$ cat src/rtl/core_irq_pkg.sv
package core_irq_pkg;

    localparam int DATA_W   = 32;
    localparam int SW_W     = 2;
    localparam int HW_W     = 5;
    localparam int PEND_W   = SW_W + HW_W + 1;
    localparam int FIELD_LSB = 8;

    typedef enum logic [1:0] {
        RA_STATUS  = 2'd0,
        RA_CAUSE   = 2'd1,
        RA_COUNT   = 2'd2,
        RA_COMPARE = 2'd3
    } reg_addr_e;

    typedef struct packed {
        logic [PEND_W-1:0] mask;
        logic              exc_lvl;
        logic              glb_en;
    } status_t;

    function automatic logic [DATA_W-1:0] pack_status(status_t s);
        logic [DATA_W-1:0] r;
        r = '0;
        r[FIELD_LSB +: PEND_W] = s.mask;
        r[1] = s.exc_lvl;
        r[0] = s.glb_en;
        return r;
    endfunction

    function automatic logic [DATA_W-1:0] pack_cause(logic [PEND_W-1:0] p);
        logic [DATA_W-1:0] r;
        r = '0;
        r[FIELD_LSB +: PEND_W] = p;
        return r;
    endfunction

endpackage

$ cat src/rtl/irq_nmi_cond.sv
module irq_nmi_cond (
    input  logic clk,
    input  logic rst,
    input  logic nmi_n,
    input  logic strobe,
    input  logic pipe_run,
    output logic nmi_req
);
    logic strobe_q;
    logic lvl_q;
    logic lvl_prev;
    logic strobe_rise;

    assign strobe_rise = strobe && !strobe_q;

    always_ff @(posedge clk) begin
        if (rst) begin
            strobe_q <= 1'b0;
            lvl_q    <= 1'b1;
            lvl_prev <= 1'b1;
        end else begin
            strobe_q <= strobe;
            lvl_prev <= lvl_q;
            if (strobe_rise) begin
                lvl_q <= nmi_n;
            end
        end
    end

    // falling edge of the captured active-low level, honoured only while running
    assign nmi_req = lvl_prev && !lvl_q && pipe_run;

endmodule

$ cat src/rtl/irq_timer.sv
module irq_timer #(
    parameter int W = 32
) (
    input  logic         clk,
    input  logic         rst,
    input  logic         count_en,
    input  logic         wr_count,
    input  logic         wr_cmp,
    input  logic [W-1:0] wdata,
    output logic [W-1:0] count_q,
    output logic [W-1:0] cmp_q,
    output logic         tpend
);
    logic match;

    assign match = (count_q == cmp_q);

    always_ff @(posedge clk) begin
        if (rst) begin
            count_q <= '0;
            cmp_q   <= '1;
            tpend   <= 1'b0;
        end else begin
            if (wr_count) begin
                count_q <= wdata;
            end else if (count_en) begin
                count_q <= count_q + W'(1);
            end
            if (wr_cmp) begin
                cmp_q <= wdata;
            end
            // a match wins over the clear that a compare write requests
            if (match) begin
                tpend <= 1'b1;
            end else if (wr_cmp) begin
                tpend <= 1'b0;
            end
        end
    end

endmodule

$ cat src/rtl/irq_regs.sv
module irq_regs
    import core_irq_pkg::*;
#(
    parameter logic [HW_W-1:0] HW_LIVE = 5'b01111
) (
    input  logic              clk,
    input  logic              rst,
    input  logic              wr_status,
    input  logic              wr_cause,
    input  logic [PEND_W-1:0] wr_mask,
    input  logic [1:0]        wr_flags,
    input  logic [SW_W-1:0]   wr_sw,
    input  logic [HW_W-1:0]   irq_hw,
    input  logic              tpend,
    output status_t           st,
    output logic [PEND_W-1:0] pend,
    output logic              int_req
);
    logic [SW_W-1:0] sw_q;
    logic [HW_W-1:0] hw_q;

    always_ff @(posedge clk) begin
        if (rst) begin
            st   <= '0;
            sw_q <= '0;
            hw_q <= '0;
        end else begin
            hw_q <= irq_hw & HW_LIVE;
            if (wr_status) begin
                st.mask    <= wr_mask;
                st.exc_lvl <= wr_flags[1];
                st.glb_en  <= wr_flags[0];
            end
            if (wr_cause) begin
                sw_q <= wr_sw;
            end
        end
    end

    assign pend    = {tpend, hw_q, sw_q};
    assign int_req = (|(pend & st.mask)) && st.glb_en && !st.exc_lvl;

endmodule

$ cat src/rtl/core_irq_unit.sv
module core_irq_unit
    import core_irq_pkg::*;
(
    input  logic              clk,
    input  logic              rst,
    input  logic              reg_wr,
    input  logic [1:0]        reg_addr,
    input  logic [DATA_W-1:0] reg_wdata,
    output logic [DATA_W-1:0] reg_rdata,
    input  logic [HW_W-1:0]   irq_hw,
    input  logic              nmi_n,
    input  logic              nmi_strobe,
    input  logic              pipe_run,
    input  logic              count_en,
    output logic              int_req,
    output logic              nmi_req,
    output logic              vec_reset
);
    reg_addr_e         sel;
    logic              status_wr;
    logic              cause_wr;
    logic              count_wr;
    logic              cmp_wr;
    status_t           st;
    logic [PEND_W-1:0] pend;
    logic [DATA_W-1:0] count_q;
    logic [DATA_W-1:0] cmp_q;
    logic              tpend;

    assign sel       = reg_addr_e'(reg_addr);
    assign status_wr = reg_wr && (sel == RA_STATUS);
    assign cause_wr  = reg_wr && (sel == RA_CAUSE);
    assign count_wr  = reg_wr && (sel == RA_COUNT);
    assign cmp_wr    = reg_wr && (sel == RA_COMPARE);

    irq_timer #(.W(DATA_W)) u_timer (
        .clk      (clk),
        .rst      (rst),
        .count_en (count_en),
        .wr_count (count_wr),
        .wr_cmp   (cmp_wr),
        .wdata    (reg_wdata),
        .count_q  (count_q),
        .cmp_q    (cmp_q),
        .tpend    (tpend)
    );

    irq_regs u_regs (
        .clk       (clk),
        .rst       (rst),
        .wr_status (status_wr),
        .wr_cause  (cause_wr),
        .wr_mask   (reg_wdata[FIELD_LSB +: PEND_W]),
        .wr_flags  (reg_wdata[1:0]),
        .wr_sw     (reg_wdata[FIELD_LSB +: SW_W]),
        .irq_hw    (irq_hw),
        .tpend     (tpend),
        .st        (st),
        .pend      (pend),
        .int_req   (int_req)
    );

    irq_nmi_cond u_nmi (
        .clk      (clk),
        .rst      (rst),
        .nmi_n    (nmi_n),
        .strobe   (nmi_strobe),
        .pipe_run (pipe_run),
        .nmi_req  (nmi_req)
    );

    assign vec_reset = nmi_req;

    always_comb begin
        case (sel)
            RA_STATUS: reg_rdata = pack_status(st);
            RA_CAUSE:  reg_rdata = pack_cause(pend);
            RA_COUNT:  reg_rdata = count_q;
            default:   reg_rdata = cmp_q;
        endcase
    end

endmodule

$ cat config.mk
export PLATFORM = sky130hd
export DESIGN_NAME = core_irq_unit
export DESIGN_NICKNAME = d
export VERILOG_FILES = /design/src/rtl/core_irq_pkg.sv /design/src/rtl/irq_nmi_cond.sv /design/src/rtl/irq_timer.sv /design/src/rtl/irq_regs.sv /design/src/rtl/core_irq_unit.sv
export SDC_FILE = /design/constraint.sdc
export NUM_CORES = 1
export LEC_CHECK = 0
export ABC_AREA = 1
export CAP_MARGIN = 30
export CORE_MARGIN = 3
export CORE_UTILIZATION = 50
export CTS_BUF_LIST = sky130_fd_sc_hd__clkbuf_8 sky130_fd_sc_hd__clkbuf_16
export DETAILED_ROUTE_END_ITERATION = 16
export DONT_BUFFER_PORTS = 1
export GPL_ROUTABILITY_DRIVEN = 1
export GPL_TIMING_DRIVEN = 0
export SKIP_CTS_REPAIR_TIMING = 1
export SLEW_MARGIN = 5
export SYNTH_ARGS = -nofsm -noshare
export SYNTH_HDL_FRONTEND = slang
export SYNTH_SLANG_ARGS = --single-unit
$ cat constraint.sdc
create_clock -name clk -period 1.72 [get_ports clk]
set_clock_uncertainty 0.05 [all_clocks]
set_input_delay 0.172 -clock clk [delete_from_list [all_inputs] [get_ports clk]]
set_output_delay 0.172 -clock clk [all_outputs]
set_load 0.02 [all_outputs]
; ---- Word level (Yosys, flattened, before mapping)
; Cells that the tools add are included.
[classes]
n_addsub = 1
n_mul = 0
n_div = 0
n_lt_le_gt_ge = 0
eq_ne = 4
shifts = 0
mux = 5
n_bitwise = 1
reduce_logical = 16
[op_table]
columns = op, count
row1 = case mux 32 bit (3 select lines), 1
row2 = 2-to-1 mux 32 bit, 2
row3 = adder 32 x 1 -> 32 bit (second input constant), 1
row4 = equality test 32 bit, 1
row5 = logical AND 1 bit, 9
row6 = AND 8 bit, 1
row7 = OR reduction 8 bit, 1
row8 = equality test 2 bit (second input constant), 2
row9 = nonzero test 2 bit, 2
row10 = logical NOT 1 bit, 3
row11 = equality test 2 x 1 -> 1 bit (second input constant), 1
row12 = logical NOT 2 bit, 1
row13 = 2-to-1 mux 1 bit, 2
[totals]
reg_bits = 85
latchBits = 0
mem_bits_rw = 0
rom_bits = 0
inputBits = 46
output_inout_bits = 35
n_memories = 0

; ---- Depth between registers and ports, before layout
[depth]
word_depth = 4
depth_mapped = 10

; ---- Modules after synthesis
; From an unflattened synthesis, not the netlist that was laid out.
[hier_totals]
cells_unflattened = 788
hier_area_um2 = 5049.8
[modules_own_cells]
columns = mod, n_inst, cells_per_inst, area_each_um2, seq_area_each_um2
row1 = irq_timer, 1, 556, 3708.6, 1301.2
row2 = irq_regs, 1, 84, 626.9, 320.3
row3 = core_irq_unit, 1, 134, 608.1, 0.0
row4 = irq_nmi_cond, 1, 14, 106.4, 60.1

; ---- Worst setup path after synthesis
; OpenSTA, ideal clock, no wires.
[synth_timing]
path_kind = input to output
startpoint = input port reg_addr[1]
endpoint = output port reg_rdata[3]
arrival_ps = 1252
t_required_ps = 1498
path_slack_ps = 246
stages = 5
path_cell_list = inv_2 nor2_4 clkinv_1 buf_2 o21ai_0
[synth_via]
elab_chain_len = 2
word_cells_on_any_way = 4
classes_between = 2 x eq/ne / 1 x mux / 1 x reduce/logical
[synth_lines]
columns = element, line_no
row1 = start: declaration, core_irq_unit.sv:7  ; input logic [1:0] reg_addr,
row2 = equality test 2 bit (tied with other cells), core_irq_unit.sv:75  ; case (sel)
row3 = case mux 32 bit (3 select lines) *, core_irq_unit.sv:75
row4 = end: declaration, core_irq_unit.sv:9  ; output logic [DATA_W-1:0] reg_rdata,
; Every way passes the cells marked *; elsewhere a longest branch is shown, timed or not.

; ---- Final worst setup path
[layout_timing]
startpoint = input port reg_addr[1]
endpoint = output port reg_rdata[30]
; Same word-level chain as after synthesis.

==> results.py <==
metrics = {
    "worst_hold_path": {
        "hold_path_end": "u_regs.sw_q[1]",
        "min_path_cells": 2,
        "min_from": "reg_wdata[9]",
        "hold_class": "in -> reg",
    },
    "worst_setup_path": {
        "r2r_start": "u_timer.count_q[16]",
        "r2r-end": "u_timer.count_q[27]",
        "slowest_stage": "o22ai_1",
        "crit_chain": "inv_2, nor2_4, clkinvlp_4, buf_2, o22ai_1",
        "start_kind": "primary input",
        "r2r_setup_slack_ns": 0.05,
        "slowest_delay_ns": 0.44,
        "cp.buffers_inverters": 3,
        "crit_required_ns": 1.50,
        "worst-path-max-fanout": 10,
        "worstPathArrival_ns": 1.54,
        "crit_family": "buffers and inverters",
        "r2r_cells": 8,
        "end_kind": "output port",
        "path_class": "in -> out",
    },
    "timing": {
        "setup_ws_ns": -0.0407,
        "whs_ns": -0.0309,
        "fmax_mhz": 568,
        "slew_violations": 0,
        "setup_viol": 3,
        "rsz0062_at_grt": "true",
        "tns_ns": -0.100,
        "fin_crit_sh_pct": 102,
        "hold_violations": 7,
        "layout_min_cycle_time_ns": 1.76,
        "slew_headroom_pct": 39.4,
        "tightest_slew_ns": 0.909,
    },
    "grt": {
        "antenna_found_initial": 0,
        "grt_usage_pct": 29.5,
        "grt_pass1_vias": 4814,
        "grt_overflow": 0,
        "grt_max_degree": 18,
        "grt_pass1_wl_mm": 25.5,
    },
    "power": {
        "report.power.total_mw": 4.30,
        "p_leak_nw": 2.47,
        "irDropWorstVdd_v": 0.000498,
        "power-per-cell-area_nw_per_um2": 721,
    },
    "layout": {
        "final_nets": 894,
        "seq_area_um2": 1700,
        "multi_input_area_um2": 2950,
        "fin_cells": 981,
        "antennaDiodeCount": 0,
        "nFillCells": 946,
        "synthToLayoutAreaGrowth_pct": 19.5,
        "drive_above_1_share_pct": 12.6,
    },
    "placed_design": {
        "post-place-ws_ns": -0.392,
        "place_congestion": 0.912,
        "dp.cells": 921,
        "port_buffers": 0,
        "dp_hpwl_mm": 12.4,
    },
    "synth": {
        "syn_area_um2": 4990,
        "synthCells": 792,
        "ys.flop_type": "dfxtp_1",
        "async_reset_ff_share_pct": 0,
        "ys_seq_elements": 84,
        "synth_common_cells": "247 x nand2_1, 95 x inv_1, 84 x dfxtp_1",
        "yosys_warnings": 0,
        "yosys.area.top_type": "dfxtp_1",
        "yosysMostFrequentCell": "nand2_1",
        "synth_area_leaders": "dfxtp_1 34%, nand2_1 19%, inv_1 7.1%",
        "yosys.area.top_type_share_pct": 33.7,
        "synth_nets": 839,
        "avgSynthCellArea_um2": 6.30,
        "ys_seq_area_share_pct": 33.7,
        "synth_edf_count": 0,
        "synthDistinctLibCells": 35,
    },
    "clock_network": {
        "cts_sinks": 84,
        "clkTransAtPathRegs_ns": 0.10,
        "cts_max_level": 3,
        "cts_tree": "yes",
        "cts_root_buf": "clkbuf_8",
        "cts_buffers": 9,
        "clockBufferDepth": 2,
        "worstSkewPairLatency_ns": 0.38,
    },
    "status": {
        "violations": "negative hold slack, negative setup slack",
        "outcome": "complete, but fails checks",
    },
    "detailed_routing": {
        "postRouteAntennaNets": 0,
        "drt_wl_total_mm": 17.4,
        "firstDrtPassIters": 5,
        "drtIter0Drc": 432,
        "wl_per_cell_um": 17.8,
        "vias": 5410,
        "drc_errors": 0,
        "vias_per_cell": 5.51,
    },
    "floorplan": {
        "die_h_um": 106,
        "die_area_um2": 11200,
        "start_util_pct": 52.7,
        "die_w_um": 106,
        "core_um2": 9460,
        "io_pins": 81,
        "num_rows": 35,
    },
    "flow_run": {
        "drv_cap": 0,
    },
}
-- sequential cells by signal (all words and copies together), names as in the netlist, 2 cells and up --
| signal | flops |
|---|---|
| u_timer.count_q | 32 |
| u_regs.hw_q | 4 |
| u_regs.st | 10 |
| u_regs.sw_q | 2 |
| u_timer.cmp_q | 32 |
-- kinds of logic after synthesis --
group | synth area share [%]
AO/OA/AOI/OAI | 16.5
buffers and inverters | 10.7
adder cells (fa/ha/maj) | 0.251
flip-flops | 33.7
XOR/XNOR | 5.97
AND/OR/NAND/NOR | 32.9
-- cells in the final DEF, fill, tap and decap left out, drive strengths merged, types with 4 or more instances in the layout --
cell,netlist,layout
o211ai,6,6
nand3,42,42
buf,16,22
o2111ai,4,4
o22ai,16,16
clkbuf,14,21
clkinv,4,4
a21oi,44,44
xor2,11,11
o21ai,64,64
dlygate4sd3,0,40
a31oi,8,8
nand2,253,253
xnor2,23,23
nor2,93,93
dfxtp,84,84
inv,97,103
-- layout make-up --
class                   count  share of cell area [%]
multi-input cells         577                    49.4
flip-flops and latches     84                    28.4
repair buffers             44                    7.22
inverters                 101                    6.44
well taps                 129                    2.71
plain buffers              30                    2.67
clock buffers               9                    2.08
clock inverters             7                    1.05
-- where the power goes --
group          internal (mW)  total (mW)  switching (mW)
logic                  0.256       0.735           0.479
clock network          0.564        1.43           0.871
registers               2.04        2.13          0.0887
total                   2.86        4.30            1.44
-- worst register-to-register path: stages (launching register included) --
cell	delay (ns)
dfxtp_1	0.45
nand2_1	0.17
nor2_2	0.20
nand2_1	0.11
nor2_1	0.23
nand2_1	0.11
nand2_1	0.07
nand3_1	0.07
a21oi_1	0.14
-- through the flow --
stage / util, % / area, um^2
final: 63.0 / 5960
after global routing: 63.0 / 5960
after CTS: 56.4 / 5340
after detailed placement: 54.4 / 5150
after global placement: 54.4 / 5150
after floorplan: - / 4990
-- layer usage --
metal / global-route usage [%] / routed length (um) / vias up
met2: 49.8 / 8090 / 250
met5: 0 / 0 / -
met1: 37.1 / 7250 / 2483
met4: 11.7 / 600 / 0
met3: 5.63 / 1480 / 43
li1: - / - / 2634
-- how the worst max path moves through the flow --
stage / cells after the start / start / endpoint / slack [ns]
floorplan: 5 / reg_addr[1] / reg_rdata[3] / 0.25
finish: 5 / reg_addr[1] / reg_rdata[30] / -0.04
global placement: 5 / reg_addr[1] / reg_rdata[25] / -0.36
detailed placement: 5 / reg_addr[1] / reg_rdata[25] / -0.39
global route: 5 / reg_addr[1] / reg_rdata[30] / -0.06
CTS: 5 / reg_addr[1] / reg_rdata[25] / -0.39
No activity file was read; power rests on OpenSTA's default activity.
